==> src/rtl/sio_flag_pkg.sv <==
// Package: bit positions and shared types for the serial status flag unit.
// Assumes: the status word places the four sticky/derived flags in the low
// bits, and clear masks and interrupt enables share those positions.
package sio_flag_pkg;
    localparam int NFLAG   = 4;
    localparam int STAT_W  = NFLAG + 1;
    localparam int F_TC    = 0;
    localparam int F_TXNF  = 1;
    localparam int F_BRK   = 2;
    localparam int F_CTSC  = 3;
    localparam int F_CTS   = 4;

    typedef logic [NFLAG-1:0]  flag_vec_t;
    typedef logic [STAT_W-1:0] stat_vec_t;
endpackage

==> src/rtl/sio_cts_sync.sv <==
// Module: sio_cts_sync
// Brings the asynchronous active-low clear-to-send pin into the clock domain
// through a STAGES-deep flop chain and reports its active-high level plus a
// one-cycle pulse for each synchronized transition.
// Assumes: STAGES >= 2; the pin idles high (deasserted) during reset.
module sio_cts_sync #(
    parameter int STAGES = 2
) (
    input  logic clk,
    input  logic rst_n,
    input  logic pin_n_i,
    output logic level_o,
    output logic toggle_o
);
    logic [STAGES-1:0] chain_q;
    logic              last_q;

    // Synchronizer chain, stage 0 samples the raw pin.
    generate
        for (genvar s = 0; s < STAGES; s++) begin : g_stage
            if (s == 0) begin : g_first
                always_ff @(posedge clk) begin
                    if (!rst_n) chain_q[s] <= 1'b1;
                    else        chain_q[s] <= pin_n_i;
                end
            end else begin : g_next
                always_ff @(posedge clk) begin
                    if (!rst_n) chain_q[s] <= 1'b1;
                    else        chain_q[s] <= chain_q[s-1];
                end
            end
        end
    endgenerate

    // Previous synchronized value, for transition detection.
    always_ff @(posedge clk) begin
        if (!rst_n) last_q <= 1'b1;
        else        last_q <= chain_q[STAGES-1];
    end

    // Active-high level and transition pulse.
    always_comb begin
        level_o  = ~chain_q[STAGES-1];
        toggle_o = chain_q[STAGES-1] ^ last_q;
    end
endmodule

==> src/rtl/sio_sticky_flag.sv <==
// Module: sio_sticky_flag
// One sticky status bit: a set request raises it, a clear request lowers it,
// and a set on the same edge as a clear wins so no event is lost.
// Assumes: set_i and clr_i are synchronous to clk.
module sio_sticky_flag #(
    parameter logic RESET_VAL = 1'b0
) (
    input  logic clk,
    input  logic rst_n,
    input  logic set_i,
    input  logic clr_i,
    output logic q_o
);
    logic q_q;

    // Flag register with set priority.
    always_ff @(posedge clk) begin
        if (!rst_n)     q_q <= RESET_VAL;
        else if (set_i) q_q <= 1'b1;
        else if (clr_i) q_q <= 1'b0;
    end

    assign q_o = q_q;
endmodule

==> src/rtl/sio_txq_track.sv <==
// Module: sio_txq_track
// Derives the queue-not-full flag. A flush request on a non-empty queue
// holds the flag low until the queue reports empty; the flag then rises in
// that same cycle, together with the empty indication.
// Assumes: txq_empty_i and txq_full_i are never both 1.
module sio_txq_track (
    input  logic clk,
    input  logic rst_n,
    input  logic txq_full_i,
    input  logic txq_empty_i,
    input  logic txq_flush_i,
    output logic not_full_o
);
    logic flush_pend_q;
    logic hold_low;

    // Remember an outstanding flush until the queue drains.
    always_ff @(posedge clk) begin
        if (!rst_n)           flush_pend_q <= 1'b0;
        else if (txq_empty_i) flush_pend_q <= 1'b0;
        else if (txq_flush_i) flush_pend_q <= 1'b1;
    end

    // Not-full is suppressed while a flush is outstanding and data remains.
    always_comb begin
        hold_low   = (flush_pend_q | txq_flush_i) & ~txq_empty_i;
        not_full_o = ~txq_full_i & ~hold_low;
    end
endmodule

==> src/rtl/sio_flag_unit.sv <==
// Module: sio_flag_unit (top)
// Status and interrupt flag unit for a serial transceiver. It combines a
// synchronized clear-to-send level and change flag, a line-break flag, a
// queue-not-full flag and a transmit-complete flag into one status word, and
// ORs the enabled flags into one interrupt.
// Assumes: all inputs except cts_n_i are synchronous to clk; strobes are
// one-cycle pulses.
module sio_flag_unit
    import sio_flag_pkg::*;
#(
    parameter int SYNC_STAGES = 2
) (
    input  logic              clk,
    input  logic              rst_n,
    input  logic              cts_n_i,
    input  logic              fc_en_i,
    input  logic              brk_det_i,
    input  logic              txq_full_i,
    input  logic              txq_empty_i,
    input  logic              txq_flush_i,
    input  logic              tx_en_i,
    input  logic              tx_busy_i,
    input  logic              frame_done_i,
    input  logic              clr_wr_i,
    input  logic [NFLAG-1:0]  clr_mask_i,
    input  logic              tdr_wr_i,
    input  logic [NFLAG-1:0]  irq_en_i,
    output logic [STAT_W-1:0] status_o,
    output logic              irq_o
);
    logic      cts_level;
    logic      cts_toggle;
    flag_vec_t flags;
    flag_vec_t set_req;
    flag_vec_t clr_req;

    sio_cts_sync #(.STAGES(SYNC_STAGES)) u_cts_sync (
        .clk      (clk),
        .rst_n    (rst_n),
        .pin_n_i  (cts_n_i),
        .level_o  (cts_level),
        .toggle_o (cts_toggle)
    );

    sio_txq_track u_txq_track (
        .clk         (clk),
        .rst_n       (rst_n),
        .txq_full_i  (txq_full_i),
        .txq_empty_i (txq_empty_i),
        .txq_flush_i (txq_flush_i),
        .not_full_o  (flags[F_TXNF])
    );

    // Hardware set and software clear requests per sticky flag.
    always_comb begin
        set_req          = '0;
        clr_req          = '0;
        set_req[F_CTSC]  = cts_toggle & fc_en_i;
        set_req[F_BRK]   = brk_det_i;
        set_req[F_TC]    = (frame_done_i & txq_empty_i) | (~tx_en_i & ~tx_busy_i);
        clr_req[F_CTSC]  = clr_wr_i & clr_mask_i[F_CTSC];
        clr_req[F_BRK]   = clr_wr_i & clr_mask_i[F_BRK];
        clr_req[F_TC]    = (clr_wr_i & clr_mask_i[F_TC]) | tdr_wr_i;
    end

    // One sticky register per flag; the queue-not-full position is derived.
    generate
        for (genvar f = 0; f < NFLAG; f++) begin : g_flag
            if (f != F_TXNF) begin : g_sticky
                sio_sticky_flag #(.RESET_VAL(1'b0)) u_flag (
                    .clk   (clk),
                    .rst_n (rst_n),
                    .set_i (set_req[f]),
                    .clr_i (clr_req[f]),
                    .q_o   (flags[f])
                );
            end
        end
    endgenerate

    // Status word assembly and interrupt combine.
    always_comb begin
        status_o               = '0;
        status_o[NFLAG-1:0]    = flags;
        status_o[F_CTS]        = cts_level;
        irq_o                  = |(flags & irq_en_i);
    end
endmodule

==> config.mk <==
export PLATFORM = sky130hd
export DESIGN_NAME = sio_flag_unit
export DESIGN_NICKNAME = d
export VERILOG_FILES = /design/src/rtl/sio_flag_pkg.sv /design/src/rtl/sio_cts_sync.sv /design/src/rtl/sio_sticky_flag.sv /design/src/rtl/sio_txq_track.sv /design/src/rtl/sio_flag_unit.sv
export SDC_FILE = /design/constraint.sdc
export NUM_CORES = 1
export LEC_CHECK = 0
export CORE_AREA = 2 2 39 41
export DETAILED_ROUTE_END_ITERATION = 10
export DIE_AREA = 0 0 41 43
export GPL_TIMING_DRIVEN = 0
export PLACE_DENSITY_LB_ADDON = 0.12
export SLEW_MARGIN = 10
export SYNTH_ARGS = -nofsm -noshare
export SYNTH_HDL_FRONTEND = slang
export SYNTH_SLANG_ARGS = --single-unit
==> constraint.sdc <==
create_clock -name clk -period 1.2 [get_ports clk]
set_input_delay 0.18 -clock clk [delete_from_list [all_inputs] [get_ports clk]]
set_output_delay 0.18 -clock clk [all_outputs]
set_load 0.02 [all_outputs]
==> impl_metrics.env <==
export IMPL_status="finished with violations"
export IMPL_violations="negative setup slack"
export IMPL_power_frac_seq_pct=41.0
export IMPL_setup_viol=2
export IMPL_grt_max_degree=9
export IMPL_die_area_sq_mm=0.00176
export IMPL_synth_compound_area_share_pct=15.2
export IMPL_synth_xor_area_share_pct=2.87
export IMPL_skew_ns=0.00536
export IMPL_num_antenna_cells=0
export IMPL_firstDrtPassIters=3
export IMPL_cts_tree="built"
export IMPL_grt_overflow=0
export IMPL_num_fill_cells=152
export IMPL_cp_required_ns=1.02
export IMPL_syn_nets=55
export IMPL_clkTransAtPathRegs_ns=0.05
export IMPL_grt_pass1_vias=296
export IMPL_critPathMaxFanout=2
export IMPL_p_int_mw=0.476
export IMPL_drtIter0Drc=7
export IMPL_layout_drive_gt1_share_pct=29.7
export IMPL_start_util_pct=22.1
export IMPL_crit_path_end_kind="primary output"
export IMPL_rsz0062_at_grt="yes"
export IMPL_areaGrowthSynthToFinish_pct=101
export IMPL_cts_max_level=1
export IMPL_design_area_sq_um=614
export IMPL_design_core_area_sq_mm=0.00138
export IMPL_power_switching_share_pct=22.7
export IMPL_clock_power_share_pct=33.8
export IMPL_syn_area_sq_um=305
export IMPL_syn_inst=34
export IMPL_r2r_setup_slack_ns=0.44
export IMPL_path_class="reg -> out"
export IMPL_vdd_drop_max_mv=0.882
export IMPL_hold_buffers=0
export IMPL_synthDistinctLibCells=16
export IMPL_mostFrequentLayoutCell="clkdlybuf4s50_1"
export IMPL_place_area_sq_um=576
export IMPL_min_period_over_period_pct=113
export IMPL_fin_ws_ns=-0.156
export IMPL_worst_setup_path_start_kind="flip-flop"
export IMPL_cts_path_max_buffers=2
export IMPL_routed_wl_um=709
export IMPL_die_h_um=43
export IMPL_grt_total_usage_pct=9.77
export IMPL_synth_fa_ha_area_share_pct=0
export IMPL_ios=27
export IMPL_via_per_inst=4.10
export IMPL_layout_common_cells="clkdlybuf4s50_1, buf_4, nand2_1, dfxtp_1"
export IMPL_hold_path_class="in -> reg"
export IMPL_timing_slew_headroom_pct=83.3
export IMPL_numCtsBuffers=3
export IMPL_multi_input_area_sq_um=138
export IMPL_ys_seq_area_share_pct=45.9
export IMPL_critPathBufInv=1
export IMPL_drv_slew=0
export IMPL_fin_total_pwr_mw=0.615
export IMPL_period_needed_ns=1.36
export IMPL_fin_tns_setup_ns=-0.184
export IMPL_num_vias=328
export IMPL_clkSinkCount=7
export IMPL_syn_avg_cell_area_sq_um=8.98
export IMPL_synth_top_family_by_area="simple AND/OR/NAND/NOR gates"
export IMPL_route_detailed_drc=0
export IMPL_worstMarginPinSlew_ns=0.249
export IMPL_gp_congestion=0.597
export IMPL_synth_top_cell_by_area="dfxtp_1"
export IMPL_hold_violations=0
export IMPL_antenna_found_initial=0
export IMPL_clock_latency_ns=0.25
export IMPL_cp_top_family="compound AO/OA/AOI/OAI gates"
export IMPL_ys_seq_elements=7
export IMPL_synth_mux_area_share_pct=0
export IMPL_cpPeakStageDelay_ns=0.32
export IMPL_maxCapViolations=0
export IMPL_final_antenna_net_count=0
export IMPL_synthSimpleGateAreaFrac_pct=22.5
export IMPL_synth_area_leaders="dfxtp_1, buf_4, nand2_1"
export IMPL_root_buffer="clkbuf_4"
export IMPL_max_freq_mhz=737
export IMPL_worstPathArrival_ns=1.18
export IMPL_die_x_um=41
export IMPL_grt_pass1_wl_mm=1.13
export IMPL_powerDensity_mw_per_mm2=1000
export IMPL_p_comb_share_pct=25.2
export IMPL_fin_nets=86
export IMPL_wl_per_cell_um=8.86
export IMPL_crit_chain="o21ba_4 > nor2_4 > a221o_1 > buf_6"
export IMPL_power_switching_mw=0.139
export IMPL_rows=14
export IMPL_yosysWarnings=0
export IMPL_p_leak_nw=0.281
export IMPL_synth_top_area_share_pct=45.9
export IMPL_io_buffer_count=25
export IMPL_cp_slowest_cell="dfxtp_2"
export IMPL_seqCellArea_sq_um=144
[worst register-to-register path: cells and delay by family, from the launching register on]
kind,cells,cell delay (ns)
flip-flops,1,0.31
AO/OA/AOI/OAI,1,0.20
AND/OR/NAND/NOR,1,0.14
[repair_timing]
| item | CTS | global route |
|---|---|---|
| buffers inserted | 1 | 0 |
| setup endpoints to repair | 6 | 4 |
| pin swaps | 3 | 1 |
| resized for setup | 30 | 4 |
[metal layers]
metal,up-vias,share of wire (%),global-route usage [%]
met1,142,40,9.74
li1,169,-,-
met4,0,0,4.00
met5,-,0,0
met2,17,44,15.0
met3,0,16,6.81
[flip-flops by register name, indices dropped and copies added, names as in the netlist]
register	flops
u_cts_sync.chain_q	2
u_txq_track.flush_pend_q	1
g_flag.g_sticky.u_flag.q_o	3
u_cts_sync.last_q	1
[power by group through the flow]
stage                     Combinational, mW  Sequential [mW]  Clock [mW]
after floorplan                      0.0586            0.255           0
after global placement                0.153            0.257           0
after detailed placement              0.152            0.257           0
after CTS                             0.159            0.252       0.223
after global routing                  0.169            0.254       0.242
final                                 0.155            0.252       0.208
[cell families after synthesis]
logic type | Yosys count
XOR/XNOR | 1
flip-flops | 7
AO/OA/AOI/OAI | 6
buffers and inverters | 6
AND/OR/NAND/NOR | 14
[synthesized netlist by cell type]
cell / count
nand3_1: 2
inv_1: 1
o21ba_1: 1
buf_4: 5
nor2_1: 2
a21oi_1: 2
a221o_1: 1
xor2_1: 1
dfxtp_1: 7
nand3b_1: 1
nand2_1: 5
a21boi_0: 1
a22o_1: 1
nor2b_1: 1
nand2b_1: 2
and2_1: 1
[through the flow]
stage                     hold WS, ns  utilization [%]  cells  setup WS, ns
after global placement          0.394             41.6     75        -0.725
final                           0.379             44.4     80        -0.156
after CTS                       0.377             44.4     80        -0.183
after global routing            0.402             44.4     80        -0.215
after detailed placement        0.395             41.6     75        -0.710
after floorplan                 0.249                -     34         0.163
[layout make-up]
class	count	area share (%)
tap	16	3.26
multi-input combinational	21	22.4
inverter	1	0.611
clock buffer	4	4.28
sequential	7	23.4
buffer	5	6.11
timing repair buffer	26	39.9
[path summary, 6_finish.rpt]
| path | from | endpoint | cells after the start |
|---|---|---|---|
| worst max-delay path | u_txq_track.flush_pend_q$_SDFFE_PP0P_ | irq_o | 4 |
| worst min-delay path | txq_empty_i | g_flag[0].g_sticky.u_flag.q_o$_SDFFE_PN0P_ | 3 |
| worst max register to register | u_txq_track.flush_pend_q$_SDFFE_PP0P_ | u_txq_track.flush_pend_q$_SDFFE_PP0P_ | 2 |
| worst min register to register | u_cts_sync.chain_q[0]$_SDFF_PN1_ | u_cts_sync.chain_q[1]$_SDFF_PN1_ | 1 |
Note: power is estimated with default switching activity, not from simulation.
